===== config.mk =====
export PLATFORM = sky130hd
export DESIGN_NAME = relay_cfg_loader
export DESIGN_NICKNAME = d
export VERILOG_FILES = /design/src/rtl/relay_cfg_loader.sv
export SDC_FILE = /design/constraint.sdc
export NUM_CORES = 1
export LEC_CHECK = 0
export BUFFER_PORTS_ARGS = -buffer_cell sky130_fd_sc_hd__buf_2
export CAP_MARGIN = 0
export CORE_MARGIN = 2
export CORE_UTILIZATION = 30
export DETAILED_ROUTE_END_ITERATION = 8
export SLEW_MARGIN = 30
export SYNTH_ARGS = -nofsm -noshare
export SYNTH_HDL_FRONTEND = slang
export SYNTH_SLANG_ARGS = --single-unit

===== constraint.sdc =====
create_clock -name clk -period 2.7 [get_ports clk]
set_clock_uncertainty 0.15 [all_clocks]
set_input_delay 0.135 -clock clk [delete_from_list [all_inputs] [get_ports clk]]
set_output_delay 0.135 -clock clk [all_outputs]
set_load 0.02 [all_outputs]

===== src/rtl/relay_cfg_loader.sv =====
module relay_cfg_loader #(
  parameter int CARDS = 8,
  parameter int WIDTH = 16,
  parameter int DIV   = 4
) (
  input  logic        clk,
  input  logic        rst_n,
  input  logic        wr_en,
  input  logic [3:0]  wr_addr,
  input  logic [15:0] wr_data,
  output logic [15:0] ctrl_q,
  input  logic        rf_ph,
  input  logic        turn_evt,
  output logic [2:0]  bus_addr,
  output logic        bus_cs_n,
  output logic        bus_sclk,
  output logic        bus_sdo,
  output logic        bus_rst_n,
  output logic        diag_out
);
  localparam int AW = $clog2(CARDS);
  localparam int BW = $clog2(WIDTH);
  localparam int TW = $clog2(2 * DIV) + 1;
  localparam logic [3:0] CTRL_ADDR = 4'(CARDS);

  typedef enum logic [1:0] {IDLE, SHIFT, GAP} st_t;

  st_t              st;
  logic [15:0]      ctrl, ctrl_nxt;
  logic [WIDTH-1:0] card_data [CARDS];
  logic [WIDTH-1:0] sh;
  logic [BW-1:0]    bitc;
  logic [TW-1:0]    tmr;
  logic [AW-1:0]    cur, pick;
  logic             pend, last_fall;

  always_comb begin
    pend = 1'b0;
    pick = '0;
    for (int i = CARDS - 1; i >= 0; i--)
      if (ctrl[i]) begin
        pend = 1'b1;
        pick = AW'(i);
      end
  end

  assign last_fall = (st == SHIFT) && (tmr == TW'(DIV - 1)) && bus_sclk && (bitc == BW'(WIDTH - 1));

  always_comb begin
    ctrl_nxt = ctrl;
    if (wr_en && wr_addr == CTRL_ADDR) ctrl_nxt = wr_data;
    if (last_fall) ctrl_nxt[cur] = 1'b0;
  end

  always_ff @(posedge clk or negedge rst_n)
    if (!rst_n) ctrl <= '0;
    else        ctrl <= ctrl_nxt;

  always_ff @(posedge clk or negedge rst_n)
    if (!rst_n) begin
      for (int i = 0; i < CARDS; i++) card_data[i] <= '0;
    end else if (wr_en && wr_addr < CTRL_ADDR) begin
      card_data[wr_addr[AW-1:0]] <= wr_data;
    end

  always_ff @(posedge clk or negedge rst_n)
    if (!rst_n) begin
      st <= IDLE; bus_cs_n <= 1'b1; bus_sclk <= 1'b0;
      sh <= '0; bitc <= '0; tmr <= '0; cur <= '0;
    end else begin
      case (st)
        IDLE: if (pend) begin
          bus_cs_n <= 1'b0; cur <= pick; sh <= card_data[pick];
          bitc <= '0; tmr <= '0; bus_sclk <= 1'b0; st <= SHIFT;
        end
        SHIFT: if (tmr == TW'(DIV - 1)) begin
          tmr <= '0;
          if (!bus_sclk) bus_sclk <= 1'b1;
          else begin
            bus_sclk <= 1'b0;
            if (bitc == BW'(WIDTH - 1)) begin
              bus_cs_n <= 1'b1; st <= GAP;
            end else begin
              sh <= sh << 1; bitc <= bitc + 1'b1;
            end
          end
        end else tmr <= tmr + 1'b1;
        GAP: if (tmr == TW'(2 * DIV - 1)) begin
          tmr <= '0; st <= IDLE;
        end else tmr <= tmr + 1'b1;
        default: st <= IDLE;
      endcase
    end

  assign bus_addr  = 3'(cur);
  assign bus_sdo   = sh[WIDTH-1];
  assign bus_rst_n = ~ctrl[15];
  assign ctrl_q    = ctrl;

  logic       rf_q, active, rise;
  logic [2:0] left;
  assign rise = rf_ph & ~rf_q;

  always_ff @(posedge clk or negedge rst_n)
    if (!rst_n) begin
      rf_q <= 1'b0; active <= 1'b0; left <= '0; diag_out <= 1'b0;
    end else begin
      rf_q <= rf_ph;
      if (!rf_ph) active <= 1'b0;
      else if (rise && left != 0) active <= 1'b1;
      if (rise && left != 0) left <= left - 1'b1;
      else if (turn_evt && left == 0) left <= 3'd7;
      diag_out <= ctrl[9] & rf_ph & (~ctrl[10] | active | (rise & (left != 0)));
    end


  sclk_idle_chk: assert property (@(posedge clk) disable iff (!rst_n)
    bus_cs_n |-> !bus_sclk);

  addr_hold_chk: assert property (@(posedge clk) disable iff (!rst_n)
    (!bus_cs_n && !$past(bus_cs_n)) |-> $stable(bus_addr));

  sdo_hold_chk: assert property (@(posedge clk) disable iff (!rst_n)
    bus_sclk |-> $stable(bus_sdo));

  cs_gap_chk: assert property (@(posedge clk) disable iff (!rst_n)
    $rose(bus_cs_n) |=> bus_cs_n);
endmodule


# Word level (Yosys, flattened, before mapping)
# Index checks and enable logic that the tools add are counted.
[totals]
register_bits = 181
in_bits = 25
out_inout_bits = 24
wordCells = 133
[op_classes]
n_addsub = 3
magnitude_cmp = 6
eq_ne = 13
mux = 57
n_bitwise = 13
n_reduce_logical = 21
[op_table]
columns = ["operator", "count"]
rows = [
  ["$mux 16", 9],
  ["$bwmux 128", 1],
  ["$bmux 16 s3", 1],
  ["$demux 16 s3", 1],
  ["$pmux 16 s2", 1],
  ["$mux 3", 10],
  ["$mux 4", 6],
  ["$mux 1", 17],
  ["$and 16x16->16", 1],
  ["$not 8->16", 1],
  ["$reduce_and 5->1", 3],
  ["$pmux 4 s3", 1],
  ["$mux 2", 5],
  ["$logic_and 1x1->1", 9],
  ["$add 4x1->4 const B", 2],
  ["$eq 4x4->1 const B", 2],
  ["$ge 4x4->1 const B", 2],
  ["$ne 2x2->1 const B", 4],
  ["$not 3->4", 2],
  ["$pmux 4 s2", 1],
  ["$ne 2x1->1 const B", 3],
  ["$pmux 2 s3", 1],
  ["$reduce_bool 3->1", 2],
  ["$lt 3x5->1 const B", 1],
  ["other kinds (18)", 27],
]

# Logic depth before layout (Yosys ltp)
# Gate-level depths: netlist (run 1).
[depth]
depth_word = 14
depth_mapped = 9
mapped_depth_nobuf = 8

# Worst setup path after synthesis (run 1)
# No wires, ideal clock.
[synth_timing]
path_type = "register -> register"
startpoint = "register ctrl[0] (netlist: ctrl_q[0])"
endpoint = "register sh[13]"
setup_time_ps = 132
arrival_time_ps = 2082
t_required_ps = 2418
slack_ps = 336
path_stages_with_launch = 7
synth_period_minus_slack_ps = 2364
path_cell_list = "dfrtp_1 or4_4 nor2_4 buf_2 mux2_2 o211ai_1 o211ai_2"
[synth_between]
elab_chain_len = 7
word_cells_on_any_way = 10
cone_classes = "eq/ne: 1; mux: 7; bitwise: 1; reduce/logical: 1"
[synth_rtl]
columns = ["item", "line", "text"]
rows = [
  ["start: declaration", "29", "logic [15:0] ctrl, ctrl_nxt;"],
  ["start signal: assignment", "57", "else ctrl <= ctrl_nxt;"],
  ["$mux 3", "41", "if (ctrl[i]) begin"],
  ["$not 3->4 (implied by the code)", "73", "bus_cs_n <= 1'b0; cur <= pick; sh <= card_data[pick];"],
  ["$bmux 16 s3", "73", ""],
  ["$mux 16 (implied by the code) (2 in series)", "73", ""],
  ["$mux 16", "72", "IDLE: if (pend) begin"],
  ["$pmux 16 s2", "71", "case (st)"],
  ["end signal: assignment", "84", "sh <= sh << 1; bitc <= bitc + 1'b1;"],
  ["end: declaration", "31", "logic [WIDTH-1:0] sh;"],
]
# Parallel ways exist; a longest one is shown, timed or not. The select of a mux whose other input is x is not followed.
# A chain may end at the register's enable or synchronous reset.

# Final worst setup path (run 1)
[layout_timing]
startpoint = "register ctrl[4] (netlist: ctrl_q[4])"
endpoint = "register sh[7]"
[layout_between]
elab_chain_len = 11
word_cells_on_any_way = 18
cone_classes = "eq/ne: 1; mux: 15; bitwise: 1; reduce/logical: 1"
[layout_rtl]
columns = ["item", "line"]
rows = [
  ["$mux 3 (5 in series)", "41"],
  ["$not 3->4 (implied by the code)", "73"],
  ["$bmux 16 s3", "73"],
  ["$mux 16 (implied by the code) (2 in series)", "73"],
  ["$mux 16", "72"],
  ["$pmux 16 s2", "71"],
]
# Parallel ways exist; a longest one is shown, timed or not. The select of a mux whose other input is x is not followed.

==> impl_metrics.tcl, run 1 <==
set metrics [dict create \
    numCtsBuffers 17 \
    crit_path_end_kind "flip-flop" \
    yosysSeqAreaShare 0.523 \
    power_density_nw_per_um2 838 \
    rsz0062_at_grt "false" \
    hold_viol_final 0 \
    dieArea_um2 30300 \
    outcome "finished, final reports clean" \
    crit_required_ps 2850 \
    p_leak_nw 4.42 \
    core_area_um2 28500 \
    overflow 0 \
    cts_tree "built" \
    slew_viol_final 0 \
    vias_per_cell 5.02 \
    fill_cells 2898 \
    grt_usage 0.144 \
    crit_chain "nor4_2 -> buf_4 -> and3_1 -> or2_1 -> o21a_1 -> o211ai_2" \
    grt_pass1_wl_um 33900 \
    synthToLayoutAreaGrowth_pct 18.3 \
    drt_iter0_drc 341 \
    portBuffers 48 \
    min_path_type "in2reg" \
    syn_avg_cell_area_um2 12.6 \
    clock_sinks 181 \
    h-tree-depth 4 \
    yosys_warnings 0 \
    maxCapViolCount 0 \
    worstSetupPathType "reg2reg" \
    drcViolationCount 0 \
    setup-violations-final 0 \
    max_stage_delay_ps 570 \
    syn_nets 719 \
    worstMarginPinSlew_ps 719 \
    cts_setup_buffers 0 \
    dpl.hpwl_um 14100 \
    syn-cell-area_um2 8660 \
    firstDrtPassIters 4 \
    antenna_found_initial 0 \
    post_drt_wl_per_cell_um 17.9 \
    layout_min_cycle_time_ps 2430 \
    place_ws_ps 185 \
    r2r_cells 6 \
    ant_nets 0 \
    cts_root_buf "clkbuf_16" \
    nNetsFinal 804 \
    dpl_cell_area_um2 9520 \
    fin_ws_ps 266 \
    die_h_um 174 \
    yosys_register_bits 181 \
    io_pins 49 \
    path_max_fanout 18 \
    fp.dieW_um 174 \
    drt_wl_total_um 20900 \
    initial_core_util 0.303 \
    worstSkewPairLatency_ps 430 \
    netlist_instances 687 \
    clk_pin_slew_ps 60 \
    synth.distinct_cells 56 \
    synth_edf_count 0 \
    antenna_cells 0 \
    timing.fmax_mhz 411 \
    num_vias 5865 \
    clk_path_buf_depth 2 \
    ys.flop_type "dfrtp_1" \
    row_count 62 \
    grt_max_degree 80 \
    ir_drop_mv 0.414 \
    grt_pass1_vias 6067 \
    critical_path_arrival_ps 2590 \
    setup_tns_ps 0 \
    final.period_utilization 0.902 \
    synthArstFlopShare 1.00 \
    gp_congestion 0.809 \
    max-slew-margin-rel 0.520 \
    cp_slowest_cell "or2_1" \
    start_kind "flip-flop" \
    drive_above_1_share 0.393 \
    final_area_um2 10200 \
    hold_path_depth 2 \
]
==> flip-flops by register name, indices dropped and copies added (netlist names) <==
name       flops
tmr            4
st             2
card_data    128
left           3
rf_q           1
bitc           4
ctrl_q        16
bus_addr       3
bus_cs_n       1
active         1
bus_sclk       1
sh            16
diag_out       1
==> critical path: cells and delay by family, from the launching register on <==
family / cells / cell delay [ps]
flip-flops: 1 / 500
AO/OA/AOI/OAI: 2 / 320
buffers and inverters: 1 / 240
AND/OR/NAND/NOR: 3 / 1090
==> logic make-up after synthesis <==
group                      count (synthesis)  share of synthesized area
muxes                                    196                      0.251
AOI/OAI and AO/OA                        134                      0.116
xor gates and xnor gates                   2                    0.00202
adders and majority gates                  7                     0.0101
buffers and inverters                     51                     0.0295
and+or+nand+nor                          116                     0.0686
DFF                                      181                      0.523
==> routing by layer <==
metal,share of wire,vias to the layer above,track usage
li1,-,2727,-
met1,0.47,3013,0.195
met5,0,-,0
met3,0.032,17,0.0221
met4,0.015,0,0.0434
met2,0.48,108,0.237
==> cell usage after synthesis, types with 2 or more instances <==
| cell | count | area share |
|---|---|---|
| and3_1 | 2 | 0.0014 |
| dfrtp_1 | 180 | 0.52 |
| nor3_1 | 4 | 0.0023 |
| o2111ai_1 | 10 | 0.010 |
| o311ai_0 | 2 | 0.0020 |
| buf_2 | 12 | 0.0069 |
| o31ai_1 | 8 | 0.0069 |
| a221oi_1 | 13 | 0.013 |
| and2_1 | 3 | 0.0022 |
| nand3b_1 | 5 | 0.0043 |
| nor3b_2 | 2 | 0.0029 |
| mux2_2 | 169 | 0.22 |
| a32o_1 | 2 | 0.0023 |
| nand3_1 | 15 | 0.0087 |
| a221o_1 | 2 | 0.0023 |
| nand2_1 | 40 | 0.017 |
| nor3b_1 | 3 | 0.0026 |
| ha_1 | 7 | 0.010 |
| o211ai_2 | 9 | 0.013 |
| buf_4 | 3 | 0.0026 |
| a22oi_1 | 6 | 0.0052 |
| o211ai_1 | 10 | 0.0087 |
| a21o_1 | 8 | 0.0069 |
| o21ai_0 | 27 | 0.016 |
| a31oi_1 | 3 | 0.0022 |
| xnor2_1 | 2 | 0.0020 |
| o21a_1 | 11 | 0.0095 |
| nor2_1 | 22 | 0.0095 |
| a21oi_1 | 16 | 0.0092 |
| inv_1 | 11 | 0.0048 |
| mux2i_1 | 27 | 0.031 |
| nor2b_1 | 7 | 0.0051 |
| buf_6 | 5 | 0.0065 |
| clkbuf_1 | 19 | 0.0082 |
==> final cells by class <==
type / instances / area [µm²] / area share
Clock inverter: 10 / 76.3 / 0.00745
Tap cell: 384 / 480 / 0.0469
Sequential cell: 181 / 4530 / 0.442
Inverter: 11 / 41.3 / 0.00403
Timing Repair Buffer: 106 / 764 / 0.0746
Multi-Input combinational cell: 455 / 3890 / 0.380
Clock buffer: 21 / 460 / 0.0449
==> final timing paths <==
path	slack, ps	start	endpoint
max in group asynchronous	1540	rst_n	card_data[88]
min reg2reg	320	left[0]	left[0]
min	10	wr_data[6]	card_data[86]
max	270	ctrl_q[4]	sh[7]
min in group asynchronous	70	rst_n	card_data[86]
max reg2reg	270	ctrl_q[4]	sh[7]
==> cell usage in the layout, fill, tap and decap left out, drive strengths merged, types with 18 or more instances in the layout <==
master,netlist,final
buf,21,88
clkbuf,19,21
dfrtp,180,180
dlygate4sd3,0,18
mux2,169,169
mux2i,27,27
nand2,41,41
nor2,23,23
o211ai,19,19
o21ai,28,28
==> what timing repair did <==
| item | 4_1_cts | 5_1_grt |
|---|---|---|
| gates resized for setup | 0 | 0 |
| setup endpoints to repair | 0 | 0 |
| hold endpoints to repair | 241 | 0 |
| hold buffers | 18 | 0 |
==> through the flow <==
step,std cells,util,power (mW),hold slack [ps]
final,1168,0.359,8.59,11.5
after global routing,1168,0.359,9.13,3.43
after CTS,1168,0.359,8.67,5.12
after detailed placement,1119,0.334,6.34,-32.8
after global placement,1119,0.334,6.28,-34.5
after floorplan,687,-,5.55,-311
==> report_power, final <==
part | leakage [nW] | switching (mW) | internal [mW]
Combinational | 1.93 | 1.25 | 1.20
Clock | 0.255 | 1.05 | 1.23
Sequential | 2.24 | 0.456 | 3.41
Total | 4.42 | 2.76 | 5.83
(Power assumes the default switching activity.)
==> run 2: changes to the inputs <==
--- a/config.mk
+++ b/config.mk
@@ -10,6 +10,7 @@
 export CORE_MARGIN = 2
 export CORE_UTILIZATION = 30
 export DETAILED_ROUTE_END_ITERATION = 8
+export PLACE_DENSITY = 0.51
 export SLEW_MARGIN = 30
 export SYNTH_ARGS = -nofsm -noshare
 export SYNTH_HDL_FRONTEND = slang
==> run 2 against run 1 <==
Sequential share of layout area down 0.41 points; wire length up 7.0%; sequential power about the same; hold slack better by 74 ps; worst setup slack worse by 27 ps; die area unchanged; critical path type unchanged; clock-buffer cell count down 3; critical path depth unchanged; utilization up 0.34 points; final cell count unchanged; flip-flop and latch count unchanged; via count down 0.55%.
==> impl_metrics.tcl, run 2 (synthesis results as in run 1) <==
set metrics [dict create \
    max_stage_delay_ps 750 \
    p_leak_nw 4.46 \
    drt_iter0_drc 354 \
    outcome "finished, final reports clean" \
    post_drt_wl_per_cell_um 19.1 \
    firstDrtPassIters 4 \
    crit_chain "nor2_1 -> o31ai_1 -> o31ai_1 -> buf_4 -> a221oi_1 -> o31ai_1" \
    antenna_cells 0 \
    largest_reg_flops 128 \
    setup-violations-final 0 \
    crit_path_end_kind "flip-flop" \
    vias_per_cell 4.99 \
    overflow 0 \
    antenna_found_initial 0 \
    mostFrequentLayoutCell "dfrtp_1" \
    numCtsBuffers 17 \
    timing.fmax_mhz 406 \
    clk_path_buf_depth 2 \
    min_path_type "in2async" \
    clock_sinks 181 \
    timing.reg2reg.setup_slack_ps 240 \
    worstMarginPinSlew_ps 847 \
    hold_viol_final 0 \
    largest-register "card_data" \
    cts_setup_buffers 0 \
    drcViolationCount 0 \
    initial_core_util 0.303 \
    grt_pass1_vias 6197 \
    h-tree-depth 4 \
    fp.dieW_um 174 \
    post_cts_resized 0 \
    power_density_nw_per_um2 871 \
    drive_above_1_share 0.392 \
    clk_pin_slew_ps 70 \
    cts_root_buf "clkbuf_16" \
    fin_ws_ps 238 \
    crit_required_ps 2890 \
    setup_tns_ps 0 \
    path_max_fanout 8 \
    start_kind "flip-flop" \
    worstSkewPairLatency_ps 440 \
    worstSetupPathType "reg2reg" \
    slew_viol_final 0 \
    ir_drop_mv 0.373 \
    die_h_um 174 \
    gp_congestion 0.746 \
    io_pins 49 \
    cts_tree "built" \
    num_vias 5833 \
    cp_slowest_cell "o31ai_1" \
    drt_wl_total_um 22400 \
    grt_max_degree 56 \
    ant_nets 0 \
    rsz0062_at_grt "false" \
    synthToLayoutAreaGrowth_pct 19.4 \
    final_cell_mix "180 x dfrtp_1, 169 x mux2_2, 47 x buf_2, 40 x nand2_1, 35 x buf_4" \
    portBuffers 48 \
    crit_top_cell "o31ai_1" \
    nNetsFinal 803 \
    final.period_utilization 0.912 \
    place_ws_ps 222 \
    grt_pass1_wl_um 36000 \
    max-slew-margin-rel 0.431 \
    dpl.hpwl_um 14800 \
    row_count 62 \
    maxCapViolCount 0 \
    layout_min_cycle_time_ps 2460 \
    critical_path_arrival_ps 2650 \
    grt_usage 0.155 \
    core_area_um2 28500 \
    dieArea_um2 30300 \
]
-- run 2: stage by stage --
stage / area (µm²) / std cells / hold slack (ps) / power, mW / util
2_1_floorplan: 8660 / 687 / -311 / 5.55 / -
3_3_place_gp: 9520 / 1117 / 2.38 / 6.33 / 0.334
3_5_place_dp: 9520 / 1117 / 1.08 / 6.37 / 0.334
4_1_cts: 10300 / 1168 / 91.8 / 9.12 / 0.362
5_1_grt: 10300 / 1168 / 123 / 9.56 / 0.362
6_report: 10300 / 1168 / 85.1 / 9.01 / 0.362
-- run 2: final cells by class --
cell class                      instances  area (µm²)
Clock buffer                           18         429
Clock inverter                         14         199
Fill cell                            2843       18200
Inverter                               11        41.3
Multi-Input combinational cell        455        3900
Sequential cell                       181        4530
Tap cell                              384         480
Timing Repair Buffer                  105         762
-- run 2: critical path: cells and delay by family, from the launching register on --
kind / cells / cell delay, ps
AND/OR/NAND/NOR: 1 / 200
buffers and inverters: 1 / 300
flip-flops: 1 / 480
AO/OA/AOI/OAI: 4 / 1240
-- run 2: power breakdown --
part / switching [mW] / internal [mW]
registers: 0.458 / 3.41
logic: 1.27 / 1.20
clock network: 1.12 / 1.56
total: 2.84 / 6.16
-- run 2: final timing paths --
check	endpoint	cells past startpoint	start
setup / recovery	sh[11]	6	ctrl_q[3]
hold / removal	card_data[5]	2	rst_n
max in group asynchronous	bus_cs_n	3	rst_n
min in group clk	card_data[66]	4	wr_addr[2]
setup reg to reg	sh[11]	6	ctrl_q[3]
hold reg to reg	left[0]	1	left[0]
-- run 2: routing by layer --
layer	vias to the layer above	share of wire	GRT usage
li1	2716	-	-
met3	24	0.029	0.0223
met5	-	0	0
met4	0	0.018	0.0532
met1	2997	0.49	0.217
met2	96	0.46	0.245
-- run 2: repair_timing --
item	CTS	global route
endpoints found under the setup margin	0	0
endpoints found under the hold margin	231	0
hold buffers	19	0
==> run 3: changes to the inputs <==
--- a/config.mk
+++ b/config.mk
@@ -7,10 +7,11 @@
 export LEC_CHECK = 0
 export BUFFER_PORTS_ARGS = -buffer_cell sky130_fd_sc_hd__buf_2
 export CAP_MARGIN = 0
+export CORE_ASPECT_RATIO = 0.75
 export CORE_MARGIN = 2
-export CORE_UTILIZATION = 30
+export CORE_UTILIZATION = 48
 export DETAILED_ROUTE_END_ITERATION = 8
-export PLACE_DENSITY = 0.51
+export PLACE_DENSITY = 0.71
 export SLEW_MARGIN = 30
 export SYNTH_ARGS = -nofsm -noshare
 export SYNTH_HDL_FRONTEND = slang
==> constraint.sdc (replaced) <==
create_clock -name clk -period 2.6 [get_ports clk]
set_clock_uncertainty 0.15 [all_clocks]
set_input_delay 0.13 -clock clk [delete_from_list [all_inputs] [get_ports clk]]
set_output_delay 0.13 -clock clk [all_outputs]
set_load 0.02 [all_outputs]
==> run 3 against run 2 <==
Flip-flop and latch count is the same; critical path type unchanged; non-clock buffer count grew 2; final area shrank 2.0%; first-iteration DRC count grew 47%.
==> impl_metrics.tcl, run 3 (synthesis results as in run 1) <==
set metrics [dict create \
    grt_pass1_wl_um 34500 \
    cts_root_buf "clkbuf_16" \
    critical_path_arrival_ps 2640 \
    row_count 42 \
    combPwrFrac 0.281 \
    mostFrequentLayoutCell "dfrtp_1" \
    rsz0062_at_grt "false" \
    drive_above_1_share 0.392 \
    seqPwrFrac 0.441 \
    clock_sinks 181 \
    cts_hold_buf 19 \
    setup-violations-final 0 \
    power_density_nw_per_um2 908 \
    ir_drop_mv 0.440 \
    die_h_um 120 \
    fin_ws_ps 142 \
    numCtsBuffers 17 \
    fp.dieW_um 159 \
    initial_core_util 0.491 \
    r2r_start "ctrl_q[7]" \
    finish.utilization 0.574 \
    overflow 0 \
    vias_per_cell 5.88 \
    grt_max_degree 77 \
    r2r_end "sh[12]" \
    grt_usage 0.235 \
    pwr-share-clk 0.278 \
    timing.reg2reg.setup_slack_ps 140 \
    drt_wl_total_um 21300 \
    io_pins 49 \
    h-tree-depth 4 \
    largest_reg_flops 128 \
    core_area_um2 17700 \
    layout_min_cycle_time_ps 2460 \
    final_cell_mix "180 x dfrtp_1, 169 x mux2_2, 47 x buf_2, 40 x nand2_1, 35 x buf_4" \
    p_switching_mw 2.97 \
    gp_congestion 0.858 \
    place_ws_ps 181 \
    antenna_cells 0 \
    path_max_fanout 7 \
    worstSetupPathType "reg2reg" \
    largest-register "card_data" \
    ant_nets 0 \
    fill_cells 1466 \
    min_path_type "in2async" \
    drcViolationCount 0 \
    num_vias 6034 \
    timing.fmax_mhz 407 \
    switching_share 0.323 \
    p_leak_nw 4.46 \
    crit_path_end_kind "flip-flop" \
    dieArea_um2 19200 \
    antenna_found_initial 0 \
    slew_viol_final 0 \
    crit_required_ps 2780 \
    maxCapViolCount 0 \
    firstDrtPassIters 5 \
    worstMarginPinSlew_ps 875 \
    dpl.hpwl_um 14300 \
    post_cts_resized 0 \
    portBuffers 48 \
    hold_viol_final 0 \
    cts_tree "built" \
    synthToLayoutAreaGrowth_pct 17.0 \
    grt_pass1_vias 6241 \
    cts_setup_buffers 0 \
    nNetsFinal 805 \
    start_kind "flip-flop" \
    final.period_utilization 0.945 \
    r2r_cells 6 \
    p_int_mw 6.23 \
    clk_path_buf_depth 2 \
    setup_tns_ps 0 \
    crit_start "ctrl_q[7]" \
    max-slew-margin-rel 0.412 \
    post_drt_wl_per_cell_um 20.7 \
    outcome "finished, final reports clean" \
    drt_iter0_drc 519 \
    worstSkewPairLatency_ps 430 \
    clk_pin_slew_ps 70 \
]
run 3: metal layers:
layer	up-vias	wire, µm	track usage
li1	2720	-	-
met3	28	1370	0.0587
met2	194	9480	0.353
met1	3092	10100	0.342
met5	-	0	0
met4	0	325	0.0614
run 3: area by class of cell:
| cell class | count | area (µm²) | share of cell area |
|---|---|---|---|
| flip-flops and latches | 181 | 4530 | 0.447 |
| multi-input cells | 455 | 3880 | 0.383 |
| repair buffers | 107 | 800 | 0.0789 |
| clock buffers | 18 | 429 | 0.0423 |
| well taps | 242 | 303 | 0.0299 |
| clock inverters | 13 | 146 | 0.0144 |
| inverters | 11 | 41.3 | 0.00407 |
run 3: worst max-delay path, cell delays in order (launching register included):
cell      delay, ps
dfrtp_1         480
nor2_1          210
o31ai_1         110
o31ai_1         760
buf_4           290
a221oi_1         90
o31ai_1         270
run 3: power groups by stage:
stage	Combinational (mW)	Sequential, mW	Clock, mW
finish	2.59	4.06	2.56
detailed placement	2.56	4.09	0
floorplan	1.74	4.03	0
global route	2.82	4.14	2.73
global placement	2.45	4.04	0
CTS	2.60	4.05	2.60
run 3: through the flow:
step	cells	cell area, µm²	hold WS, ps	power (mW)
CTS	1027	10100	178	9.24
global route	1027	10100	222	9.69
finish	1027	10100	169	9.20
floorplan	687	8660	-316	5.77
global placement	977	9370	57.6	6.49
detailed placement	977	9370	79.5	6.65
run 3: worst max-delay path by stage:
stage,endpoint,cells past startpoint
floorplan,sh[13],6
global placement,sh[0],6
detailed placement,sh[12],6
CTS,sh[7],6
global route,sh[12],6
finish,sh[12],6
